==> src/rtl/smiSciPkg.sv <==
package smiSciPkg;

  localparam int REG_W   = 32;
  localparam int BYTE_W  = 8;
  localparam int BE_W    = REG_W / BYTE_W;
  localparam int NUM_SRC = 7;

  // source index order used throughout the block
  typedef enum int {
    SRC_PME      = 0,
    SRC_PRES     = 1,
    SRC_ATTN     = 2,
    SRC_CMD      = 3,
    SRC_LINK     = 4,
    SRC_HP_SCI   = 5,
    SRC_PM_SCI   = 6
  } srcIdxE;

  // register bit position of each source; neighbours decode these
  function automatic int srcBitPos(input int idx);
    case (idx)
      SRC_PME:    return 0;
      SRC_PRES:   return 1;
      SRC_ATTN:   return 2;
      SRC_CMD:    return 3;
      SRC_LINK:   return 4;
      SRC_HP_SCI: return 30;
      default:    return 31;
    endcase
  endfunction

  function automatic bit srcIsSci(input int idx);
    return (idx == SRC_HP_SCI) || (idx == SRC_PM_SCI);
  endfunction

  typedef struct packed {
    logic [NUM_SRC-1:0] setStb;
    logic [NUM_SRC-1:0] clrStb;
  } strobeT;

endpackage

==> src/rtl/smiSciCtrl.sv <==
module smiSciCtrl
  import smiSciPkg::*;
#(
  parameter int NSRC = NUM_SRC,
  parameter int DW   = REG_W,
  localparam int BEW = DW / BYTE_W
) (
  input  logic            clk,
  input  logic            rstN,
  input  logic [NSRC-1:0] srcFlag,
  input  logic [NSRC-1:0] srcEn,
  input  logic            wrEn,
  input  logic [DW-1:0]   wrData,
  input  logic [BEW-1:0]  wrBe,
  output strobeT          stb
);

  logic [NSRC-1:0] prevFlag;
  logic            armed;
  logic [NSRC-1:0] setVec;
  logic [NSRC-1:0] clrVec;

  // registered copy of every flag; armed gates the first cycle after reset
  always_ff @(posedge clk or negedge rstN) begin
    if (!rstN) begin
      prevFlag <= '0;
      armed    <= 1'b0;
    end else begin
      prevFlag <= srcFlag;
      armed    <= 1'b1;
    end
  end

  for (genvar i = 0; i < NSRC; i++) begin : g_src
    localparam int POS = srcBitPos(i);
    localparam int BYT = POS / BYTE_W;

    assign setVec[i] = armed & srcEn[i] & srcFlag[i] & ~prevFlag[i];
    assign clrVec[i] = wrEn & wrBe[BYT] & wrData[POS];


    no_level_retrigger_chk: assert property (@(posedge clk) disable iff (!rstN)
      (srcFlag[i] && $past(srcFlag[i])) |-> !setVec[i]);


    enable_gate_chk: assert property (@(posedge clk) disable iff (!rstN)
      !srcEn[i] |-> !setVec[i]);
  end

  always_comb begin
    stb.setStb = setVec;
    stb.clrStb = clrVec;
  end

endmodule

==> src/rtl/smiSciDatapath.sv <==
module smiSciDatapath
  import smiSciPkg::*;
#(
  parameter int NSRC = NUM_SRC,
  parameter int DW   = REG_W
) (
  input  logic          clk,
  input  logic          rstN,
  input  strobeT        stb,
  output logic [DW-1:0] rdData,
  output logic          smiReq,
  output logic          sciReq
);

  logic [NSRC-1:0] statusQ;
  logic [NSRC-1:0] smiMask;
  logic [NSRC-1:0] sciMask;

  for (genvar i = 0; i < NSRC; i++) begin : g_bit
    always_ff @(posedge clk or negedge rstN) begin
      if (!rstN)                statusQ[i] <= 1'b0;
      else if (stb.setStb[i])   statusQ[i] <= 1'b1;
      else if (stb.clrStb[i])   statusQ[i] <= 1'b0;
    end

    assign sciMask[i] = srcIsSci(i);
    assign smiMask[i] = !srcIsSci(i);


    set_wins_chk: assert property (@(posedge clk) disable iff (!rstN)
      stb.setStb[i] |=> statusQ[i]);


    clear_takes_chk: assert property (@(posedge clk) disable iff (!rstN)
      (stb.clrStb[i] && !stb.setStb[i]) |=> !statusQ[i]);


    hold_value_chk: assert property (@(posedge clk) disable iff (!rstN)
      (!stb.clrStb[i] && !stb.setStb[i]) |=> (statusQ[i] == $past(statusQ[i])));
  end

  always_comb begin
    rdData = '0;
    for (int i = 0; i < NSRC; i++) begin
      rdData[srcBitPos(i)] = statusQ[i];
    end
  end

  assign smiReq = |(statusQ & smiMask);
  assign sciReq = |(statusQ & sciMask);

endmodule

==> src/rtl/smiSciStatusReg.sv <==
module smiSciStatusReg
  import smiSciPkg::*;
(
  input  logic        clk,
  input  logic        rstN,
  input  logic        evtLinkActChg,
  input  logic        evtCmdDone,
  input  logic        evtAttnBtn,
  input  logic        evtPresChg,
  input  logic        evtPmeStat,
  input  logic        hpSciNeed,
  input  logic        pmSciNeed,
  input  logic        hpSmiEn,
  input  logic        pmSmiEn,
  input  logic        wrEn,
  input  logic [31:0] wrData,
  input  logic [3:0]  wrBe,
  output logic [31:0] rdData,
  output logic        smiReq,
  output logic        sciReq
);

  logic [NUM_SRC-1:0] srcFlag;
  logic [NUM_SRC-1:0] srcEn;
  strobeT             stb;

  always_comb begin
    srcFlag             = '0;
    srcFlag[SRC_PME]    = evtPmeStat;
    srcFlag[SRC_PRES]   = evtPresChg;
    srcFlag[SRC_ATTN]   = evtAttnBtn;
    srcFlag[SRC_CMD]    = evtCmdDone;
    srcFlag[SRC_LINK]   = evtLinkActChg;
    srcFlag[SRC_HP_SCI] = hpSciNeed;
    srcFlag[SRC_PM_SCI] = pmSciNeed;

    srcEn               = '1;
    srcEn[SRC_PME]      = pmSmiEn;
    srcEn[SRC_PRES]     = hpSmiEn;
    srcEn[SRC_ATTN]     = hpSmiEn;
    srcEn[SRC_CMD]      = hpSmiEn;
    srcEn[SRC_LINK]     = hpSmiEn;
  end

  smiSciCtrl #(.NSRC(NUM_SRC), .DW(REG_W)) ctrl_i (
    .clk    (clk),
    .rstN   (rstN),
    .srcFlag(srcFlag),
    .srcEn  (srcEn),
    .wrEn   (wrEn),
    .wrData (wrData),
    .wrBe   (wrBe),
    .stb    (stb)
  );

  smiSciDatapath #(.NSRC(NUM_SRC), .DW(REG_W)) dp_i (
    .clk   (clk),
    .rstN  (rstN),
    .stb   (stb),
    .rdData(rdData),
    .smiReq(smiReq),
    .sciReq(sciReq)
  );


  smi_drop_on_write_chk: assert property (@(posedge clk) disable iff (!rstN)
    $fell(smiReq) |-> $past(wrEn));


  sci_drop_on_write_chk: assert property (@(posedge clk) disable iff (!rstN)
    $fell(sciReq) |-> $past(wrEn));

endmodule

==> config.mk <==
export PLATFORM = sky130hd
export DESIGN_NAME = smiSciStatusReg
export DESIGN_NICKNAME = d
export VERILOG_FILES = /design/src/rtl/smiSciPkg.sv /design/src/rtl/smiSciCtrl.sv /design/src/rtl/smiSciDatapath.sv /design/src/rtl/smiSciStatusReg.sv
export SDC_FILE = /design/constraint.sdc
export NUM_CORES = 1
export LEC_CHECK = 0
export ABC_CLOCK_PERIOD_IN_PS = 1800
export BUFFER_PORTS_ARGS = -buffer_cell sky130_fd_sc_hd__buf_2
export CORE_MARGIN = 1.5
export CORE_UTILIZATION = 37
export CTS_BUF_LIST = sky130_fd_sc_hd__clkbuf_2
export CTS_CLUSTER_DIAMETER = 80
export DETAILED_ROUTE_END_ITERATION = 10
export GPL_ROUTABILITY_DRIVEN = 0
export MAX_ROUTING_LAYER = met4
export PLACE_DENSITY = 0.86
export SLEW_MARGIN = 20
export SYNTH_ARGS = -nofsm -noshare
export SYNTH_HDL_FRONTEND = slang
export SYNTH_SLANG_ARGS = --single-unit
==> constraint.sdc <==
create_clock -name clk -period 1.8 [get_ports clk]
set_clock_uncertainty 0.2 [all_clocks]
set_input_delay 0.27 -clock clk [delete_from_list [all_inputs] [get_ports clk]]
set_output_delay 0.27 -clock clk [all_outputs]
set_load 0.05 [all_outputs]
==> metrics.csv, run 1 <==
stage;metric;value;unit
detailed_routing;wirelength;1339;um
detailed_routing;route.detailed.drc;0;
die;placementRows;15;
yosys;syn_area_per_cell;10.73;um^2
clocking;cts-buffers-inserted;3;
clocking;cts_resized;0;
yosys;postSynth.asyncResetShare;1.000;
detailed_routing;antenna_left;0;
yosys;synth_top_family_by_area;buffers and inverters;
placement;dp_hpwl;1037;um
min_path;holdCritPathClass;in2reg;
yosys;synth.area.top_cells;dfrtp_1, buf_4, a32o_1, nand3_1, o2bb2ai_1;
power;p_int;0.5058;mW
worst_setup_path;cp_data_required_time;1330;ps
grt;grt_max_degree;16;
clocking;cts_htree_levels;1;
clocking;clock_path_buffers;2;
yosys;synth_edf_count;0;
die;start_util;0.4091;
grt;grt_pass1_vias;525;
detailed_routing;post_drt_via_cell_ratio;4.188;
power;power_density;994.0;nW/um^2
grt;track_usage;0.1433;
worst_setup_path;critical_path_class;reg2out;
worst_setup_path;crit_slowest_cell;dfrtp_1;
finish;antenna_cells;0;
worst_setup_path;slowest_delay;420;ps
finish;finish.net_count;157;
sta;max_freq;0.5999;GHz
sta;slew_violations;0;
power;p_leak;0.4902;nW
yosys;synth-seq-cells;15;
yosys;yosys.area_share.simple;0.1046;
placement;port_buffers;29;
worst_setup_path;critPathCaptureType;primary output;
detailed_routing;drtIter0Drc;1;
power;total_power;0.9029;mW
power;switching_share;0.4398;
yosys;synthFlopType;dfrtp_1;
clocking;clk_pin_slew;130;ps
die;fp.dieArea;2247;um^2
power;power_switching;0.3971;mW
die;core;1783;um^2
yosys;synthDistinctLibCells;13;
yosys;synth_area;729.5;um^2
power;combPwrFrac;0.390;
grt;grt_pass1_wl;2063;um
flow_run;maxCapViolations;0;
die;die_width;47.40;um
sta;finalCritPeriodShare;0.9260;
clocking;clkSinkCount;15;
yosys;ys_seq_area_frac;0.5146;
sta;finalSetupViolations;0;
yosys;post-synth-top-count-cell;buf_4;
yosys;synthXorXnorAreaFrac;0;
worst_setup_path;cp_data_arrival_time;1200;ps
yosys;synthAdderAreaFrac;0;
yosys;syn_inst;68;
yosys;muxShareOfSynthArea;0;
die;dieHeight;47.40;um
worst_setup_path;path_max_fanout;3;
yosys;yosys_warnings;0;
finish;n_fill_cell;170;
worst_setup_path;crit_start;dp_i.rdData[31];
grt;overflow;0;
grt;antenna_found_initial;0;
yosys;synth_compound_area_frac;0.09262;
sta;rsz0062_at_grt;false;
power;power_frac_clock;0.174;
worst_setup_path;rr_startpoint;ctrl_i.armed;
min_path;hp-start;pmSmiEn;
worst_setup_path;ff2ff_setup_slack;640;ps
worst_setup_path;crit_chain;or2_2 -> buf_2;
worst_setup_path;setup.worst_path.start_class;flop;
detailed_routing;vias;557;
sta;tns;0;ps
clocking;root_buffer;clkbuf_2;
finish;area_growth_syn_to_layout;24.53;%
power;ir_drop;0.5549;mV
yosys;synth_top_area_frac;0.5146;
detailed_routing;wl_per_cell;10.07;um
die;io_pins;82;
power;seqPwrFrac;0.436;
clocking;cts_tree;done;
outcome;status;finished clean;
yosys;yosys.area.top_type;dfrtp_1;
detailed_routing;drt_first_pass_iters;2;
sta;hold_violations;0;
finish;drive_gt1_frac;0.3241;
yosys;synth_commonest_cells;buf_4, dfrtp_1, nand3_1, a32o_1, inv_1;
clocking;clk_latency;270;ps
sta;period_minus_slack;1667;ps
[sequential cells by signal, summed over array words and instances (netlist names)]
signal,flops
ctrl_i.armed,1
dp_i.rdData,7
ctrl_i.prevFlag,7
[per-layer routing]
metal / share of wire / GRT usage / vias up / routed length (um)
met1: 0.32 / 0.1363 / 257 / 427
met2: 0.57 / 0.2622 / 44 / 757
li1: - / - / 254 / -
met3: 0.10 / 0.02692 / 2 / 139
met4: 0.010 / 0.08333 / 0 / 14
met5: 0 / - / - / 0
[power by group through the flow]
stage,clock [mW],combinational (mW),sequential [mW]
floorplan,0,0.220,0.486
global placement,0,0.338,0.399
detailed placement,0,0.340,0.400
CTS,0.167,0.354,0.394
global route,0.178,0.374,0.398
finish,0.157,0.352,0.394
[timing repair]
item                                   in CTS  in global routing
buffers inserted                            0                  0
endpoints found under the hold margin      22                  0
setup endpoints to repair                   0                  0
hold buffers                                8                  0
[stage by stage]
step	utilization	std cells	setup slack, ps	area (um^2)	hold WS [ps]
floorplan	-	92	226.9	819.5	-225.6
global placement	0.4533	121	452.5	808.3	-20.65
detailed placement	0.4533	121	459.5	808.3	-17.94
CTS	0.5095	133	112.3	908.4	19.11
global route	0.5095	133	40.59	908.4	24.83
finish	0.5095	133	133.2	908.4	32.02
[area by class of cell]
type / instances / area [um^2] / share of cell area
Tap cell: 25 / 31.28 / 0.03444
Inverter: 4 / 15.01 / 0.01653
Timing Repair Buffer: 37 / 225.2 / 0.2479
Sequential cell: 15 / 375.4 / 0.4132
Multi-Input combinational cell: 48 / 241.5 / 0.2658
Clock buffer: 4 / 20.02 / 0.02204
[critical path, delay by kind of cell (launching register included)]
family	cells	cell delay, ps
buffers and inverters	1	210
flip-flops	1	420
AND/OR/NAND/NOR	1	290
[cells by family (layout without fill, tap and decap cells)]
group / Yosys count / after routing
buffers and inverters: 29 / 45
flip-flops: 15 / 15
AND/OR/NAND/NOR: 15 / 15
other: 2 / 26
AO/OA/AOI/OAI: 7 / 7
[final timing paths]
kind	end	cells after the start
worst min register to register	dp_i.rdData[30]	1
worst max-delay path	sciReq	2
worst max register to register	dp_i.rdData[4]	2
max in group asynchronous	ctrl_i.prevFlag[6]	2
worst min-delay path	dp_i.rdData[0]	2
min in group asynchronous	ctrl_i.armed	2
[placed cells by master (no fill, tap or decap), drive strengths merged]
master and n:
a32o 5, buf 29, o2bb2ai 2, nand3 7
clkbuf 4, inv 4, and2 1, nor2 1
nor3 1, conb 26, dlygate4sd3 8, nand2 3
dfrtp 15, nor2b 1, or2 1
No activity file was read; power rests on OpenSTA's default activity.
==> run 2, diff against run 1 <==
Settings changed: CORE_UTILIZATION 37 to 38, PLACE_DENSITY 0.86 to 0.85, SYNTH_HIERARCHICAL set to 1.
==> run 2 against run 1 <==
  * Sequential power barely moved
  * Power rose by 2.5%
  * Final cell count rose by 7.5%
  * Wire length rose by 14%
  * Largest power group unchanged
  * Synthesized cell count rose by 10%
==> metrics.csv, run 2 <==
stage;metric;value;unit;change
detailed_routing;wl_per_cell;10.65;um;+5.8%
finish;finish.net_count;165;;+5.1%
finish;layout_common_cells;buf_2, conb_1, dfrtp_1;;
yosys;postSynth.asyncResetShare;1.000;;unchanged
placement;port_buffers;29;;unchanged
sta;hold_violations;0;;unchanged
die;io_pins;82;;unchanged
yosys;syn_inst;75;;+10%
grt;overflow;0;;unchanged
worst_setup_path;crit_slowest_cell;dfrtp_1;;
worst_setup_path;cp_data_arrival_time;1220;ps;+20 ps
worst_setup_path;critPathCaptureType;primary output;;
grt;use_met2;0.2639;;+0.001727
yosys;yosys_warnings;6;;+6
detailed_routing;route.detailed.drc;0;;unchanged
worst_setup_path;slowest_delay;430;ps;about the same
yosys;syn_area_per_cell;10.49;um^2;-2.2%
clocking;clk_latency;300;ps;+30 ps
grt;grtUsageMet3;0.02778;;+0.0008547
grt;use_met1;0.1559;;+0.01962
worst_setup_path;setup.worst_path.start_class;flop;;
sta;finalCritPeriodShare;0.9407;;+0.01464
finish;fin_util;0.4955;;-0.01394
power;p_leak;0.5936;nW;+21%
yosys;synthDistinctLibCells;12;;-1
yosys;ys_seq_area_frac;0.4769;;-0.03763
yosys;yosys.area.top_type;dfrtp_1;;
worst_setup_path;critPathBufInv;1;;unchanged
grt;busiest_layer;met2;;
yosys;synth.area.top_cells;dfrtp_1, buf_4, and4b_1, a21o_1, and3_1;;
detailed_routing;drt_first_pass_iters;4;;+2
finish;antenna_cells;0;;unchanged
detailed_routing;antenna_left;0;;unchanged
finish;drive_gt1_frac;0.2931;;-0.03097
detailed_routing;post_drt_via_cell_ratio;4.252;;+1.5%
detailed_routing;wirelength;1523;um;+14%
sta;period_minus_slack;1693;ps;+26.36 ps
flow_run;maxCapViolations;0;;unchanged
yosys;synth_area;787.0;um^2;+7.9%
worst_setup_path;cp_data_required_time;1330;ps;about the same
yosys;synth-seq-cells;15;;unchanged
worst_setup_path;path_max_fanout;3;;unchanged
die;die_width;48.51;um;+2.3%
grt;grt_max_degree;16;;unchanged
clocking;cts_resized;0;;unchanged
outcome;status;finished clean;;
clocking;root_buffer;clkbuf_2;;
yosys;synthFlopType;dfrtp_1;;
clocking;clock_path_buffers;2;;unchanged
yosys;synth_commonest_cells;buf_4, dfrtp_1, and3_1, and4b_1, inv_1;;
die;fp.dieArea;2353;um^2;+4.7%
detailed_routing;drtIter0Drc;16;;+15
worst_setup_path;critical_path_class;reg2out;;
min_path;holdCritPathClass;in2reg;;
clocking;cts_tree;done;;
grt;grt_pass1_wl;2566;um;+24%
grt;antenna_found_initial;0;;unchanged
power;power_density;952.0;nW/um^2;-4.2%
power;ir_drop;0.6568;mV;+18%
grt;grt_pass1_vias;623;;+19%
clocking;clkSinkCount;15;;unchanged
clocking;clk_pin_slew;130;ps;about the same
finish;area_growth_syn_to_layout;23.53;%;
sta;finalSetupViolations;0;;unchanged
worst_setup_path;crit_chain;nor3_1 -> nand2_1 -> buf_2;;
placement;dp_hpwl;1020;um;-1.6%
yosys;post-synth-top-count-cell;buf_4;;
sta;slew_violations;0;;unchanged
die;dieHeight;48.51;um;+2.3%
yosys;synth_top_area_frac;0.4769;;-0.03763
sta;tns;0;ps;unchanged
sta;holdWs;123.8;ps;+91.79 ps
clocking;cts-buffers-inserted;3;;unchanged
yosys;synth_edf_count;0;;unchanged
finish;mostFrequentLayoutCell;buf_2;;
die;start_util;0.4011;;-0.007975
die;core;1962;um^2;+10%
clocking;cts_htree_levels;1;;unchanged
sta;max_freq;0.5906;GHz;-1.6%
die;placementRows;16;;+1
detailed_routing;vias;608;;+9.2%
worst_setup_path;cp_top_family;flip-flops;;
sta;rsz0062_at_grt;false;;
grt;track_usage;0.1493;;+0.005990
clocking;post_cts_buffers;0;;unchanged
[run 2: worst reg2reg max path, cell delays in order, from the launching register on]
cell,delay [ps]
dfrtp_1,470
and4b_1,240
a21o_1,150
[run 2: power by group]
group	internal, mW	switching (mW)	leakage [nW]
clock	0.0588	0.112	0.0166
sequential	0.371	0.0228	0.181
combinational	0.0789	0.282	0.396
[run 2: logic make-up (layout without fill, tap and decap cells)]
kind of cell | Yosys count | in the layout | synth area share
compound gates | 7 | 7 | 0.06836
buf+inv | 32 | 48 | 0.2719
flops | 15 | 15 | 0.4769
other cells | 3 | 28 | 0.01431
simple gates | 18 | 18 | 0.1685
[run 2: metal layers]
| metal | vias up | share of wire | wire [um] |
|---|---|---|---|
| met2 | 56 | 0.49 | 749 |
| met1 | 276 | 0.37 | 557 |
| met5 | - | 0 | 0 |
| li1 | 273 | - | - |
| met3 | 3 | 0.12 | 180 |
| met4 | 0 | 0.023 | 35 |
[run 2: area by class of cell]
type	count	area, um^2
multi-input cells	53	291.5
flip-flops and latches	15	375.4
fillers	173	989.7
inverters	7	26.28
repair buffers	37	225.2
well taps	27	33.78
clock buffers	4	20.02
[run 2: through the flow]
step | instances | worst slack, ps | cell area [um^2] | power, mW
floorplan | 100 | 226.4 | 880.8 | 0.7125
detailed placement | 131 | 456.9 | 872.1 | 0.7446
global route | 143 | 18.94 | 972.2 | 0.9604
global placement | 131 | 454.1 | 872.1 | 0.7397
finish | 143 | 106.8 | 972.2 | 0.9255
CTS | 143 | 120.9 | 972.2 | 0.9169
[run 2: final timing paths]
| kind | startpoint | to | slack [ps] | cells past startpoint |
|---|---|---|---|---|
| min in group asynchronous | rstN | dp_i/rdData[3] | 180 | 2 |
| worst max register to register | ctrl_i/armed | dp_i/rdData[4] | 650 | 2 |
| worst max-delay path | dp_i/rdData[1] | smiReq | 110 | 3 |
| worst min-delay path | pmSmiEn | dp_i/rdData[0] | 120 | 3 |
| worst min register to register | dp_i/rdData[30] | dp_i/rdData[30] | 320 | 1 |
| max in group asynchronous | rstN | ctrl_i/prevFlag[5] | 980 | 2 |
[run 2: what timing repair did]
| action | 4_1_cts | 5_1_grt |
|---|---|---|
| endpoints found under the hold margin | 22 | 0 |
| setup endpoints to repair | 0 | 0 |
| hold buffers | 8 | 0 |
